`src/rtl/pulse_swallow_pkg.sv`:
```
// Shared default dimensions of the pulse-swallow divider.
package pulse_swallow_pkg;
    localparam int DEF_RATIO_W = 15;   // bits in the division ratio
    localparam int DEF_SWAL_W  = 5;    // low ratio bits steering the swallow count
    localparam int DEF_MIN_RAT = 1024; // smallest ratio accepted
endpackage

```
`src/rtl/psd_modulus_stage.sv`:
```
// Dual-modulus stage: counts 2^SWAL_W+1 input cycles when mod_hi_i is set,
// 2^SWAL_W otherwise, and flags the last cycle of each count on term_o.
// Assumes mod_hi_i only changes on a cycle where term_o was high.
module psd_modulus_stage #(
    parameter int SWAL_W = 5
) (
    input  logic clk,
    input  logic rst_n,
    input  logic mod_hi_i,
    output logic term_o
);
    localparam int PC_W   = SWAL_W + 1;
    localparam int BASE_M = 1 << SWAL_W;

    logic [PC_W-1:0] phase_q;
    logic [PC_W-1:0] last_val;

    // Pick the final phase value for the active modulus.
    always_comb begin
        last_val = mod_hi_i ? PC_W'(BASE_M) : PC_W'(BASE_M - 1);
        term_o   = (phase_q == last_val);
    end

    // Advance the phase, wrapping after the final value.
    always_ff @(posedge clk) begin
        if (!rst_n)      phase_q <= '0;
        else if (term_o) phase_q <= '0;
        else             phase_q <= phase_q + 1'b1;
    end

    assert_phase_range_R2: assert property (@(posedge clk) disable iff (!rst_n)
        phase_q <= PC_W'(BASE_M));
    assert_low_modulus_R2: assert property (@(posedge clk) disable iff (!rst_n)
        !mod_hi_i |-> (phase_q < PC_W'(BASE_M)));
endmodule

```
`src/rtl/psd_swallow_ctr.sv`:
```
// Swallow counter: loaded at each period end, steps down once per modulus
// cycle until it reaches zero, then holds. Nonzero selects the long modulus.
module psd_swallow_ctr #(
    parameter int SWAL_W = 5
) (
    input  logic              clk,
    input  logic              rst_n,
    input  logic              load_i,
    input  logic              step_i,
    input  logic [SWAL_W-1:0] load_val_i,
    output logic [SWAL_W-1:0] left_o,
    output logic              busy_o
);
    logic [SWAL_W-1:0] left_q;

    // Reload at period end, else count down to zero once per modulus cycle.
    always_ff @(posedge clk) begin
        if (!rst_n || load_i)              left_q <= load_val_i;
        else if (step_i && left_q != '0)   left_q <= left_q - 1'b1;
    end

    assign left_o = left_q;
    assign busy_o = (left_q != '0);

    assert_swallow_hold_R2: assert property (@(posedge clk) disable iff (!rst_n)
        (!step_i && !load_i) |=> $stable(left_q));
    assert_swallow_floor_R2: assert property (@(posedge clk) disable iff (!rst_n)
        (left_q == '0 && !load_i) |=> (left_q == '0));
endmodule

```
`src/rtl/psd_main_ctr.sv`:
```
// Main counter: counts modulus cycles from the loaded value down to one and
// signals the final one. Assumes the load value is never below MIN_VAL >= 1.
module psd_main_ctr #(
    parameter int MAIN_W  = 10,
    parameter int MIN_VAL = 32
) (
    input  logic              clk,
    input  logic              rst_n,
    input  logic              step_i,
    input  logic [MAIN_W-1:0] load_val_i,
    output logic [MAIN_W-1:0] left_o,
    output logic              period_end_o
);
    logic [MAIN_W-1:0] left_q;

    // Period ends on the modulus cycle that finishes with one count left.
    assign period_end_o = step_i && (left_q == MAIN_W'(1));
    assign left_o       = left_q;

    // Reload at reset or period end, else step down per modulus cycle.
    always_ff @(posedge clk) begin
        if (!rst_n || period_end_o) left_q <= load_val_i;
        else if (step_i)            left_q <= left_q - 1'b1;
    end

    assert_main_nonzero_R3: assert property (@(posedge clk) disable iff (!rst_n)
        left_q != '0);
    assert_main_reload_floor_R3: assert property (@(posedge clk) disable iff (!rst_n)
        period_end_o |=> (left_q >= MAIN_W'(MIN_VAL)));
endmodule

```
`src/rtl/pulse_swallow_divider.sv`:
```
// Pulse-swallow programmable divider: one single-cycle pulse per N input
// cycles, N = 2^SWAL_W * N[high] + N[low]. The ratio is clamped to MIN_RATIO
// and is sampled only at period end (or during reset).
// Assumes MIN_RATIO >> SWAL_W exceeds 2^SWAL_W - 1.
module pulse_swallow_divider
    import pulse_swallow_pkg::*;
#(
    parameter int RATIO_W   = DEF_RATIO_W,
    parameter int SWAL_W    = DEF_SWAL_W,
    parameter int MIN_RATIO = DEF_MIN_RAT
) (
    input  logic               clk,
    input  logic               rst_n,
    input  logic [RATIO_W-1:0] ratio_i,
    output logic               div_pulse_o
);
    localparam int MAIN_W   = RATIO_W - SWAL_W;
    localparam int MAIN_MIN = MIN_RATIO >> SWAL_W;

    logic [RATIO_W-1:0] ratio_eff;
    logic               mod_term;
    logic               swal_busy;
    logic               period_end;
    logic [SWAL_W-1:0]  swal_left;
    logic [MAIN_W-1:0]  main_left;
    logic               pulse_q;

    // Raise ratios below the floor to the floor.
    always_comb begin
        ratio_eff = (ratio_i < RATIO_W'(MIN_RATIO)) ? RATIO_W'(MIN_RATIO) : ratio_i;
    end

    psd_modulus_stage #(.SWAL_W(SWAL_W)) u_mod (
        .clk      (clk),
        .rst_n    (rst_n),
        .mod_hi_i (swal_busy),
        .term_o   (mod_term)
    );

    psd_swallow_ctr #(.SWAL_W(SWAL_W)) u_swal (
        .clk        (clk),
        .rst_n      (rst_n),
        .load_i     (period_end),
        .step_i     (mod_term),
        .load_val_i (ratio_eff[SWAL_W-1:0]),
        .left_o     (swal_left),
        .busy_o     (swal_busy)
    );

    psd_main_ctr #(.MAIN_W(MAIN_W), .MIN_VAL(MAIN_MIN)) u_main (
        .clk          (clk),
        .rst_n        (rst_n),
        .step_i       (mod_term),
        .load_val_i   (ratio_eff[RATIO_W-1:SWAL_W]),
        .left_o       (main_left),
        .period_end_o (period_end)
    );

    // Register the period-end strobe as the output pulse.
    always_ff @(posedge clk) begin
        if (!rst_n) pulse_q <= 1'b0;
        else        pulse_q <= period_end;
    end

    assign div_pulse_o = pulse_q;

    assert_pulse_width_R5: assert property (@(posedge clk) disable iff (!rst_n)
        div_pulse_o |=> !div_pulse_o);
    assert_swallow_below_main_R1: assert property (@(posedge clk) disable iff (!rst_n)
        MAIN_W'(swal_left) < main_left);
    assert_reset_quiet_R6: assert property (@(posedge clk)
        !rst_n |=> !div_pulse_o);
endmodule

```
`config.mk`:
```
export PLATFORM = sky130hd
export DESIGN_NAME = pulse_swallow_divider
export DESIGN_NICKNAME = d
export VERILOG_FILES = /design/src/rtl/pulse_swallow_pkg.sv /design/src/rtl/psd_modulus_stage.sv /design/src/rtl/psd_swallow_ctr.sv /design/src/rtl/psd_main_ctr.sv /design/src/rtl/pulse_swallow_divider.sv
export SDC_FILE = /design/constraint.sdc
export NUM_CORES = 1
export LEC_CHECK = 0
export BUFFER_PORTS_ARGS = -buffer_cell sky130_fd_sc_hd__buf_2
export CAP_MARGIN = 30
export CORE_UTILIZATION = 36
export CTS_CLUSTER_SIZE = 20
export DETAILED_ROUTE_END_ITERATION = 8
export MAX_ROUTING_LAYER = met4
export PLACE_DENSITY = 0.55
export SLEW_MARGIN = 20
export SYNTH_ARGS = -nofsm -noshare
export SYNTH_HDL_FRONTEND = slang
export SYNTH_SLANG_ARGS = --single-unit
```
`constraint.sdc`:
```
create_clock -name clk -period 3.05 [get_ports clk]
set_input_delay 0.4575 -clock clk [delete_from_list [all_inputs] [get_ports clk]]
set_output_delay 0.4575 -clock clk [all_outputs]
set_load 0.02 [all_outputs]
```
==> results.yml, run 1 <==
run_status:
  outcome: "finished, final reports clean"
cts:
  clkTransAtPathRegs_ns: 0.14
  worst_case_clock_buffer_depth: 2
  tritoncts_buffers: 3
  cts_tree: "built"
  ctsHtreeMaxLevel: 1
  cts.root.buffer_cell: "sky130_fd_sc_hd__clkbuf_4"
  clkLatencyLatePin_ns: 0.32
  cts_num_sinks: 22
  postCtsResizedCells: 0
  quantity_of_hold_fixing_buffers_added_after_cts: 0
  postCtsSetupRepairBufs: 0
layout:
  num-fill-cells: 322
  finish.instance_area_um2: 1408
  final_util_pct: 44.64
  antenna-diode-count: 0
  most-common-layout-cells: "17 x sky130_fd_sc_hd__buf_2, 16 x sky130_fd_sc_hd__nand2_1, 15 x sky130_fd_sc_hd__edfxtp_1"
  flow.area_growth_from_synthesis_pct: 13.64
  regArea_um2: 590.6
  finalNetCount: 155
  most_common_cell_after_layout_fill_and_taps_aside: "sky130_fd_sc_hd__buf_2"
  drive_gt1_share_pct: 25.00
  multiInputGateArea_um2: 618.1
  finish.cell_count_without_fillers: 176
global_routing:
  track_usage_pct: 14.40
  grt_remaining_overflow: 0
  grt_pass1_vias: 773
  maximum_number_of_pins_on_one_net_before_global_route_repair: 16
  wire_length_of_the_first_global_routing_pass_um: 3615
  grt_antenna_before_repair: 0
place:
  place_area_um2: 1371
  post-dp-hpwl_um: 1612
  total_instance_count_after_detailed_placement: 172
  gp_routability_congestion: 0.7384
  detailedPlace.worstSlack_ns: 0.6479
  io_buf_count: 17
yosys:
  distinct_cell_type_count_of_the_synthesized_netlist: 26
  post_synth.cell_area_avg_um2: 11.16
  synthesis_warnings: 0
  synth-seq-area-share_pct: 47.68
  synth.net_count: 133
  post_synth_instance_area_um2: 1239
  total_of_flip_flops_plus_latches_after_synthesis: 22
  synth_cells: 111
critical_path:
  setup.worst_path.start_class: "register"
  reg2reg_to: "u_main.left_o[2]"
  critical-path-max-stage-delay_ns: 0.45
  crit_buf_inv: 2
  end_kind: "register"
  crit_start: "u_swal.left_o[0]"
  worst_r2r_path_depth: 8
  crit_fanout: 10
  worst_path_dominant_cell_family: "simple AND/OR/NAND/NOR gates"
  cp_data_required_time_ns: 3.22
  rrSetupSlack_ns: 0.65
  cp_depth: 8
  cp-endpoint: "u_main.left_o[2]"
  timing.rr.start: "u_swal.left_o[0]"
  critical_path_class: "register to register"
  critical-path-slowest-cell: "sky130_fd_sc_hd__or4b_1"
  crit_path_cell_trace: "inv_1 > ha_1 > or4b_1 > nor2_1 > a21oi_4 > o21ai_4 > buf_4 > mux2i_1"
  worstPathArrival_ns: 2.56
floorplanning:
  io_pins: 18
  placeableCoreArea_um2: 3153
  die-area_um2: 3680
  die_width_um: 60.66
  start_util_pct: 39.29
  fp-row-count: 20
  height_of_the_die_um: 60.66
hold_path:
  worstHoldStart: "rst_n"
  holdCritPathClass: "primary input to register"
power_and_ir_drop:
  power.density_nw_per_um2: 441.7
  power_frac_clock_pct: 27.2
  leakage_nw: 0.5870
  seq_power_share_pct: 58.8
  total_power_mw: 0.6217
  power.combinational.fraction_pct: 13.9
  ir_worst_vdd_uv: 170.0
  cellInternalPower_mw: 0.4646
  switching_share_pct: 25.27
  switchingPower_mw: 0.1571
timing:
  report.final.hold_viol_count: 0
  report.final.setup_viol: 0
  rsz0062_at_grt: "false"
  hold_ws_ns: 0.4363
  worst-slew-pin-transition_ns: 0.6160
  post-route-period-util_pct: 78.53
  timing.slew.headroom_pct: 58.83
  fmaxAchievable_ghz: 0.4175
  final.setup.worst_slack_ns: 0.6547
  finalWorstPathRequiredPeriod_ns: 2.395
  setup_tns_ns: 0
  max_clock_skew_ns: 0.007181
  finalMaxSlewViolations: 0
detailed_routing:
  drt_drc_violations_left: 0
  total_via_count_after_detailed_routing: 806
  routedWlPerCell_um: 12.69
  drt-initial-drc-count: 36
  antenna_violating_nets_post_route: 0
  routed_wirelength_um: 2234
  drt-pass1-iter-count: 4
  routed_via_density: 4.580
run:
  cap_violations: 0
[state kept, by name, indices dropped and copies added, names as in the netlist]
name / cells
u_main.left_o: 10
div_pulse_o: 1
u_swal.left_o: 5
u_mod.phase_q: 6
[worst min path at each step]
stage,endpoint,slack (ns),cells past startpoint
final,div_pulse_o,0.44,2
after global placement,u_mod.phase_q[0],0.45,1
after CTS,div_pulse_o,0.43,2
after global routing,div_pulse_o,0.43,2
after floorplan,u_mod.phase_q[0],0.43,1
after detailed placement,u_mod.phase_q[0],0.46,1
[worst reg2reg max path: cells and delay by family, from the launching register on]
family                   cells  cell delay, ns
adder cells (fa/ha/maj)      1            0.13
AO/OA/AOI/OAI                2            0.46
flip-flops                   1            0.43
AND/OR/NAND/NOR              2            0.65
buffers and inverters        2            0.36
multiplexers                 1            0.20
[power by group through the flow]
stage,Sequential (mW),Clock (mW),Combinational [mW]
finish,0.366,0.169,0.0867
detailed placement,0.372,0,0.0873
global placement,0.372,0,0.0861
floorplan,0.367,0,0.0649
CTS,0.366,0.172,0.0881
global route,0.369,0.188,0.0980
[cell families (layout without fill, tap and decap cells)]
| logic type | after synthesis | after routing | share of synthesized area, % |
|---|---|---|---|
| XOR/XNOR | 15 | 15 | 10.61 |
| AO/OA/AOI/OAI | 3 | 3 | 3.031 |
| multiplexers | 15 | 15 | 12.53 |
| buffers and inverters | 5 | 26 | 2.424 |
| AND/OR/NAND/NOR | 46 | 46 | 18.69 |
| adder cells (fa/ha/maj) | 5 | 5 | 5.051 |
| flip-flops | 22 | 22 | 47.68 |
[routing by layer]
layer | share of wire (%) | GRT usage (%) | vias to the layer above | wire length [µm]
met5 | 0 | - | - | 0
met4 | 0.63 | 7.792 | 0 | 14
met3 | 2.4 | 2.559 | 2 | 54
met2 | 44 | 20.88 | 8 | 981
met1 | 53 | 18.99 | 366 | 1183
li1 | - | - | 430 | -
[cell type report]
type	count	area share, %
clock buffers	4	2.578
multi-input cells	84	43.91
well taps	44	3.911
repair buffers	18	6.578
inverters	4	1.067
flip-flops and latches	22	41.96
[Yosys cell counts (all sizes together)]
| cell type | instances | area, µm² |
|---|---|---|
| nand3 | 3 | 15.01 |
| mux2 | 4 | 45.04 |
| nor3 | 5 | 30.03 |
| and4b | 1 | 13.76 |
| o21ai | 1 | 16.27 |
| and3 | 1 | 7.510 |
| buf | 1 | 15.01 |
| a21oi | 2 | 21.27 |
| mux2i | 11 | 110.1 |
| edfxtp | 15 | 450.4 |
| or4 | 1 | 11.26 |
| nor2 | 12 | 45.04 |
| nor2b | 1 | 6.260 |
| xor2 | 7 | 61.31 |
| xnor2 | 8 | 70.07 |
| or4b | 1 | 10.01 |
| nor4 | 2 | 12.51 |
| nand2b | 1 | 6.260 |
| or2 | 1 | 6.260 |
| nand2 | 16 | 60.06 |
| inv | 4 | 15.01 |
| dfxtp | 7 | 140.1 |
| nor3b | 1 | 7.510 |
| ha | 5 | 62.56 |
Power figures use the tool's default switching activity.
==> inputs of run 2 (changes only) <==
- ABC_AREA: default -> 1
- clock period: 3.05 -> 2.3 ns (I/O delays scaled with it)
==> run 2 against run 1 <==
  * Via count is 48% higher
  * Critical path type unchanged
  * Sequential share of layout area down 6.0 points
  * Power up 52%
  * Synthesized cell count rose by 79%
  * Largest cell class unchanged
  * Design area rose by 17%
  * First-iteration DRC count increased by 67%
  * Area after synthesis increased by 17%
  * Wire length up 23%
  * Worst hold slack lost 0.065 ns
  * Global-route usage up 1.0 points
  * Combinational power up 75%
==> results.yml, run 2 <==
run_status:
  outcome: "finished, final reports clean"
timing:
  finalWorstPathRequiredPeriod_ns: 1.802
  hold_ws_ns: 0.3712
  fmaxAchievable_ghz: 0.5551
  worst-slew-pin-transition_ns: 0.5147
  rsz0062_at_grt: "false"
  max_clock_skew_ns: 0.002757
  final.setup.worst_slack_ns: 0.4984
  finalMaxSlewViolations: 0
  timing.slew.headroom_pct: 65.59
  setup_tns_ns: 0
  report.final.hold_viol_count: 0
  report.final.setup_viol: 0
  post-route-period-util_pct: 78.33
yosys:
  most_common_cell_in_the_synthesized_netlist: "sky130_fd_sc_hd__nand2_1"
  synth-seq-area-share_pct: 40.80
  synth_cells: 199
  asyncSetResetFlopFracSynth_pct: 0
  ys_top_cells_by_area: "sky130_fd_sc_hd__edfxtp_1 31%, sky130_fd_sc_hd__nand2_1 17%, sky130_fd_sc_hd__dfxtp_1 9.7%"
  yosys.area.top_type_share_pct: 31.11
  post_synth.cell_area_avg_um2: 7.275
  synth_area_leader_cell: "sky130_fd_sc_hd__edfxtp_1"
  synth_edf_count: 15
  synth.net_count: 221
  ys_dominant_reg_cell: "sky130_fd_sc_hd__edfxtp_1"
  synthesis_warnings: 0
  distinct_cell_type_count_of_the_synthesized_netlist: 22
  synth_top_cells_by_count: "65 x sky130_fd_sc_hd__nand2_1, 33 x sky130_fd_sc_hd__inv_1, 25 x sky130_fd_sc_hd__nand3_1"
  total_of_flip_flops_plus_latches_after_synthesis: 22
  post_synth_instance_area_um2: 1448
floorplanning:
  height_of_the_die_um: 65.42
  fp-row-count: 22
  io_pins: 18
  die-area_um2: 4279
  die_width_um: 65.42
  start_util_pct: 38.39
  placeableCoreArea_um2: 3771
power_and_ir_drop:
  leakage_nw: 0.8600
  ir_worst_vdd_uv: 181.8
  total_power_mw: 0.9458
  power.density_nw_per_um2: 575.7
critical_path:
  crit_fanout: 18
  critical-path-slowest-cell: "sky130_fd_sc_hd__edfxtp_1"
  critical-path-max-stage-delay_ns: 0.36
  cp_data_required_time_ns: 2.26
  end_kind: "register"
  worstPathArrival_ns: 1.76
  crit_path_cell_trace: "inv_1 > ha_1 > inv_1 > nor2_1 > nand2_1 > nand3_1 > nand2_2 > nand2_4 > nand3_1"
  critical_path_class: "register to register"
  setup.worst_path.start_class: "register"
global_routing:
  track_usage_pct: 15.44
  wire_length_of_the_first_global_routing_pass_um: 4871
  grt_pass1_vias: 1100
  maximum_number_of_pins_on_one_net_before_global_route_repair: 20
  grt_remaining_overflow: 0
  grt_antenna_before_repair: 0
detailed_routing:
  drt-initial-drc-count: 60
  total_via_count_after_detailed_routing: 1189
  routedWlPerCell_um: 10.34
  antenna_violating_nets_post_route: 0
  routed_via_density: 4.487
  drt_drc_violations_left: 0
  drt-pass1-iter-count: 4
  routed_wirelength_um: 2741
cts:
  cts_tree: "built"
  quantity_of_hold_fixing_buffers_added_after_cts: 0
  cts.root.buffer_cell: "sky130_fd_sc_hd__clkbuf_8"
  clkLatencyLatePin_ns: 0.26
  ctsHtreeMaxLevel: 1
  worst_case_clock_buffer_depth: 2
  clkTransAtPathRegs_ns: 0.08
  cts_num_sinks: 22
  tritoncts_buffers: 3
  postCtsSetupRepairBufs: 0
  postCtsResizedCells: 0
place:
  io_buf_count: 17
  gp_routability_congestion: 0.8137
  detailedPlace.worstSlack_ns: 0.4647
  post-dp-hpwl_um: 2018
layout:
  final_util_pct: 43.56
  finalNetCount: 240
  flow.area_growth_from_synthesis_pct: 13.48
  largest_reg_flops: 10
  num-fill-cells: 408
  most-common-layout-cells: "65 x sky130_fd_sc_hd__nand2_1, 33 x sky130_fd_sc_hd__inv_1, 25 x sky130_fd_sc_hd__nand3_1"
  most_common_cell_after_layout_fill_and_taps_aside: "sky130_fd_sc_hd__nand2_1"
  drive_gt1_share_pct: 14.29
  antenna-diode-count: 0
hold_path:
  holdCritPathClass: "primary input to register"
run:
  cap_violations: 0
run 2: changes by cell type in the layout (fill, tap and decap cells not counted), moves of 3 or more:
cell	before	now
sky130_fd_sc_hd__nor2_1	12	21
sky130_fd_sc_hd__nand2_1	16	65
sky130_fd_sc_hd__nand3_1	3	25
sky130_fd_sc_hd__xnor2_1	8	2
sky130_fd_sc_hd__inv_1	4	33
sky130_fd_sc_hd__nor3_1	4	0
sky130_fd_sc_hd__mux2_2	4	0
sky130_fd_sc_hd__mux2i_1	11	0
sky130_fd_sc_hd__clkbuf_4	3	0
run 2: final timing paths:
kind | start | endpoint | slack (ns) | cells after the start
max | u_swal.left_o[0] | u_swal.left_o[0] | 0.50 | 9
min | ratio_i[13] | u_main.left_o[8] | 0.37 | 3
max reg2reg | u_swal.left_o[0] | u_swal.left_o[0] | 0.50 | 9
min reg2reg | u_mod.phase_q[0] | u_mod.phase_q[0] | 0.48 | 1
run 2: report_power, final:
| part | internal, mW | switching, mW | total (mW) |
|---|---|---|---|
| Clock | 0.189 | 0.131 | 0.319 |
| Combinational | 0.0614 | 0.0902 | 0.152 |
| Sequential | 0.456 | 0.0186 | 0.475 |
| Total | 0.706 | 0.239 | 0.946 |
run 2: through the flow:
step	std cells	instance area (µm²)
after floorplan	199	1448
after detailed placement	261	1577
after global placement	261	1577
after CTS	265	1643
after global routing	265	1643
final	265	1643
run 2: metal layers:
metal | part of all wire [%] | vias up | global-route usage [%]
met5 | 0 | - | -
met4 | 1.9 | 0 | 7.609
met3 | 4.5 | 4 | 1.910
met2 | 43 | 30 | 22.68
met1 | 51 | 506 | 20.93
li1 | - | 649 | -
run 2: kinds of logic after synthesis:
group	Yosys count	share of synthesized area, %
adders and majority gates	5	4.322
buffers and inverters	38	10.72
xor gates and xnor gates	10	6.051
and+or+nand+nor	120	36.73
DFF	22	40.79
AOI/OAI and AO/OA	4	1.383
run 2: worst max-delay path: cells and delay by family (launching register included):
kind | cells | cell delay, ns
buf+inv | 2 | 0.17
fa+ha+maj | 1 | 0.18
simple gates | 6 | 0.78
flops | 1 | 0.36
run 2: final cells by class:
class / count / area (µm²) / area share [%]
multi-input cells: 139 / 701.9 / 42.73
flip-flops and latches: 22 / 590.6 / 35.95
inverters: 33 / 123.9 / 7.540
repair buffers: 19 / 100.1 / 6.093
clock buffers: 4 / 66.31 / 4.037
well taps: 48 / 60.06 / 3.656
==> inputs of run 3 (changes only) <==
- PLACE_DENSITY: 0.55 -> 0.57
- clock period: 2.3 -> 1.5 ns (I/O delays scaled with it)
==> run 3 against run 2 <==
  * First-iteration DRC count stayed put
  * The run now ends with setup timing left
  * Clock skew hardly changed
  * Largest power group unchanged
  * Register-to-register slack worse by 0.56 ns
  * Utilization is 6.2 points higher
==> results.yml, run 3 (synthesis gave the netlist of run 2 again) <==
critical_path:
  worst_path_dominant_cell_family: "simple AND/OR/NAND/NOR gates"
  end_kind: "register"
  crit_buf_inv: 2
  worstPathArrival_ns: 1.59
  setup.worst_path.start_class: "register"
  critical-path-slowest-cell: "sky130_fd_sc_hd__edfxtp_1"
  critical-path-max-stage-delay_ns: 0.39
  critical_path_class: "register to register"
  crit_fanout: 5
  crit_path_cell_trace: "inv_1 > ha_1 > nand3_1 > nor3_4 > nand2_4 > buf_4 > nand3_1 > nand2_1"
  cp_data_required_time_ns: 1.53
  critical-path-top-cell-by-count: "sky130_fd_sc_hd__nand3_1"
global_routing:
  maximum_number_of_pins_on_one_net_before_global_route_repair: 16
  track_usage_pct: 17.11
  grt_remaining_overflow: 0
  grt_pass1_vias: 1193
  wire_length_of_the_first_global_routing_pass_um: 5319
  grt_antenna_before_repair: 0
power_and_ir_drop:
  switching_share_pct: 26.78
  leakage_nw: 0.9688
  seq_power_share_pct: 49.7
  power_frac_clock_pct: 30.3
  switchingPower_mw: 0.3899
  power.combinational.fraction_pct: 20.0
  cellInternalPower_mw: 1.066
  power.density_nw_per_um2: 775.7
  ir_worst_vdd_uv: 325.3
cts:
  quantity_of_hold_fixing_buffers_added_after_cts: 0
  tritoncts_buffers: 3
  clkLatencyLatePin_ns: 0.26
  cts.root.buffer_cell: "sky130_fd_sc_hd__clkbuf_8"
  ctsHtreeMaxLevel: 1
  clkTransAtPathRegs_ns: 0.08
  worst_case_clock_buffer_depth: 2
  cts_num_sinks: 22
  cts_tree: "built"
layout:
  finish.cell_count_without_fillers: 285
  most-common-layout-cells: "62 x sky130_fd_sc_hd__nand2_1, 30 x sky130_fd_sc_hd__inv_1, 22 x sky130_fd_sc_hd__nand3_1"
  most_common_cell_after_layout_fill_and_taps_aside: "sky130_fd_sc_hd__nand2_1"
  multiInputGateArea_um2: 769.5
  num-fill-cells: 364
  drive_gt1_share_pct: 27.00
  antenna-diode-count: 0
  flow.area_growth_from_synthesis_pct: 29.65
  regArea_um2: 590.6
  largest_reg_flops: 10
  finalNetCount: 260
timing:
  finalMaxSlewViolations: 0
  timing.slew.headroom_pct: 76.53
  post-route-period-util_pct: 104.0
  report.final.setup_viol: 32
  rsz0062_at_grt: "true"
  final.setup.worst_slack_ns: -0.06026
  fmaxAchievable_ghz: 0.6409
  report.final.hold_viol_count: 0
  worst-slew-pin-transition_ns: 0.3520
  max_clock_skew_ns: 0.002698
  finalWorstPathRequiredPeriod_ns: 1.560
floorplanning:
  fp-row-count: 22
  placeableCoreArea_um2: 3771
  io_pins: 18
  die_width_um: 65.42
  start_util_pct: 38.39
  die-area_um2: 4279
  height_of_the_die_um: 65.42
detailed_routing:
  routed_wirelength_um: 2988
  drt-pass1-iter-count: 4
  total_via_count_after_detailed_routing: 1267
  drt_drc_violations_left: 0
  antenna_violating_nets_post_route: 0
  drt-initial-drc-count: 60
  routedWlPerCell_um: 10.48
  routed_via_density: 4.446
place:
  total_instance_count_after_detailed_placement: 277
  gp_routability_congestion: 0.8135
  post-dp-hpwl_um: 2300
  detailedPlace.worstSlack_ns: -0.09646
  io_buf_count: 17
run:
  cap_violations: 0
run_status:
  violated_checks: "setup timing"
  outcome: "finished with violations"
hold_path:
  holdCritPathClass: "primary input to register"
[run 3: cell count changes in the layout (fill, tap and decap cells not counted), sizes merged]
cell and change:
buf +20
[run 3: layout make-up]
class	count	area share, %
Clock buffer	4	2.933
Sequential cell	22	31.47
Timing Repair Buffer	39	14.80
Multi-Input combinational cell	139	41.00
Inverter	33	6.600
Tap cell	48	3.200
[run 3: per-layer routing]
metal	wire length (µm)	up-vias	track usage, %
met2	1330	23	27.58
met1	1505	554	21.23
li1	-	688	-
met5	0	-	-
met4	40	0	7.337
met3	111	2	2.604
[run 3: worst reg2reg max path, stage by stage (launching register included)]
cell and delay (ns):
sky130_fd_sc_hd__edfxtp_1 0.39, sky130_fd_sc_hd__inv_1 0.09, sky130_fd_sc_hd__ha_1 0.15, sky130_fd_sc_hd__nand3_1 0.12, sky130_fd_sc_hd__nor3_4 0.17, sky130_fd_sc_hd__nand2_4 0.12, sky130_fd_sc_hd__buf_4 0.17, sky130_fd_sc_hd__nand3_1 0.08
sky130_fd_sc_hd__nand2_1 0.05
[run 3: repair_timing]
action	CTS	global route
pin swaps	3	0
buffers inserted	3	1
gates cloned	0	0
setup endpoints to repair	30	34
gates resized for setup	6	6
[run 3: power groups by stage]
stage               Sequential (mW)  Clock (mW)  Combinational [mW]
finish                        0.724       0.440               0.292
global route                  0.731       0.482               0.340
floorplan                     0.736           0               0.184
global placement              0.738           0               0.274
detailed placement            0.739           0               0.279
CTS                           0.724       0.449               0.294
[run 3: stage by stage]
stage / power [mW] / setup TNS, ns / area (µm²) / hold slack, ns / utilization, %
finish: 1.456 / -1.151 / 1877 / 0.2430 / 49.77
global route: 1.552 / -4.989 / 1877 / 0.2555 / 49.77
CTS: 1.467 / -1.569 / 1851 / 0.2400 / 49.07
detailed placement: 1.018 / -2.038 / 1744 / 0.4772 / 46.25
global placement: 1.012 / -2.016 / 1744 / 0.4776 / 46.25
floorplan: 0.9204 / -0.7836 / 1486 / 0.4036 / -
[run 3: path summary, 6_finish.rpt]
| check | start | to | slack, ns | depth (start not counted) |
|---|---|---|---|---|
| worst min-delay path | ratio_i[11] | u_main.left_o[6] | 0.24 | 3 |
| worst max register to register | u_main.left_o[1] | u_main.left_o[2] | -0.06 | 8 |
| worst min register to register | u_mod.phase_q[5] | u_mod.phase_q[5] | 0.49 | 2 |
| worst max-delay path | u_main.left_o[1] | u_main.left_o[2] | -0.06 | 8 |
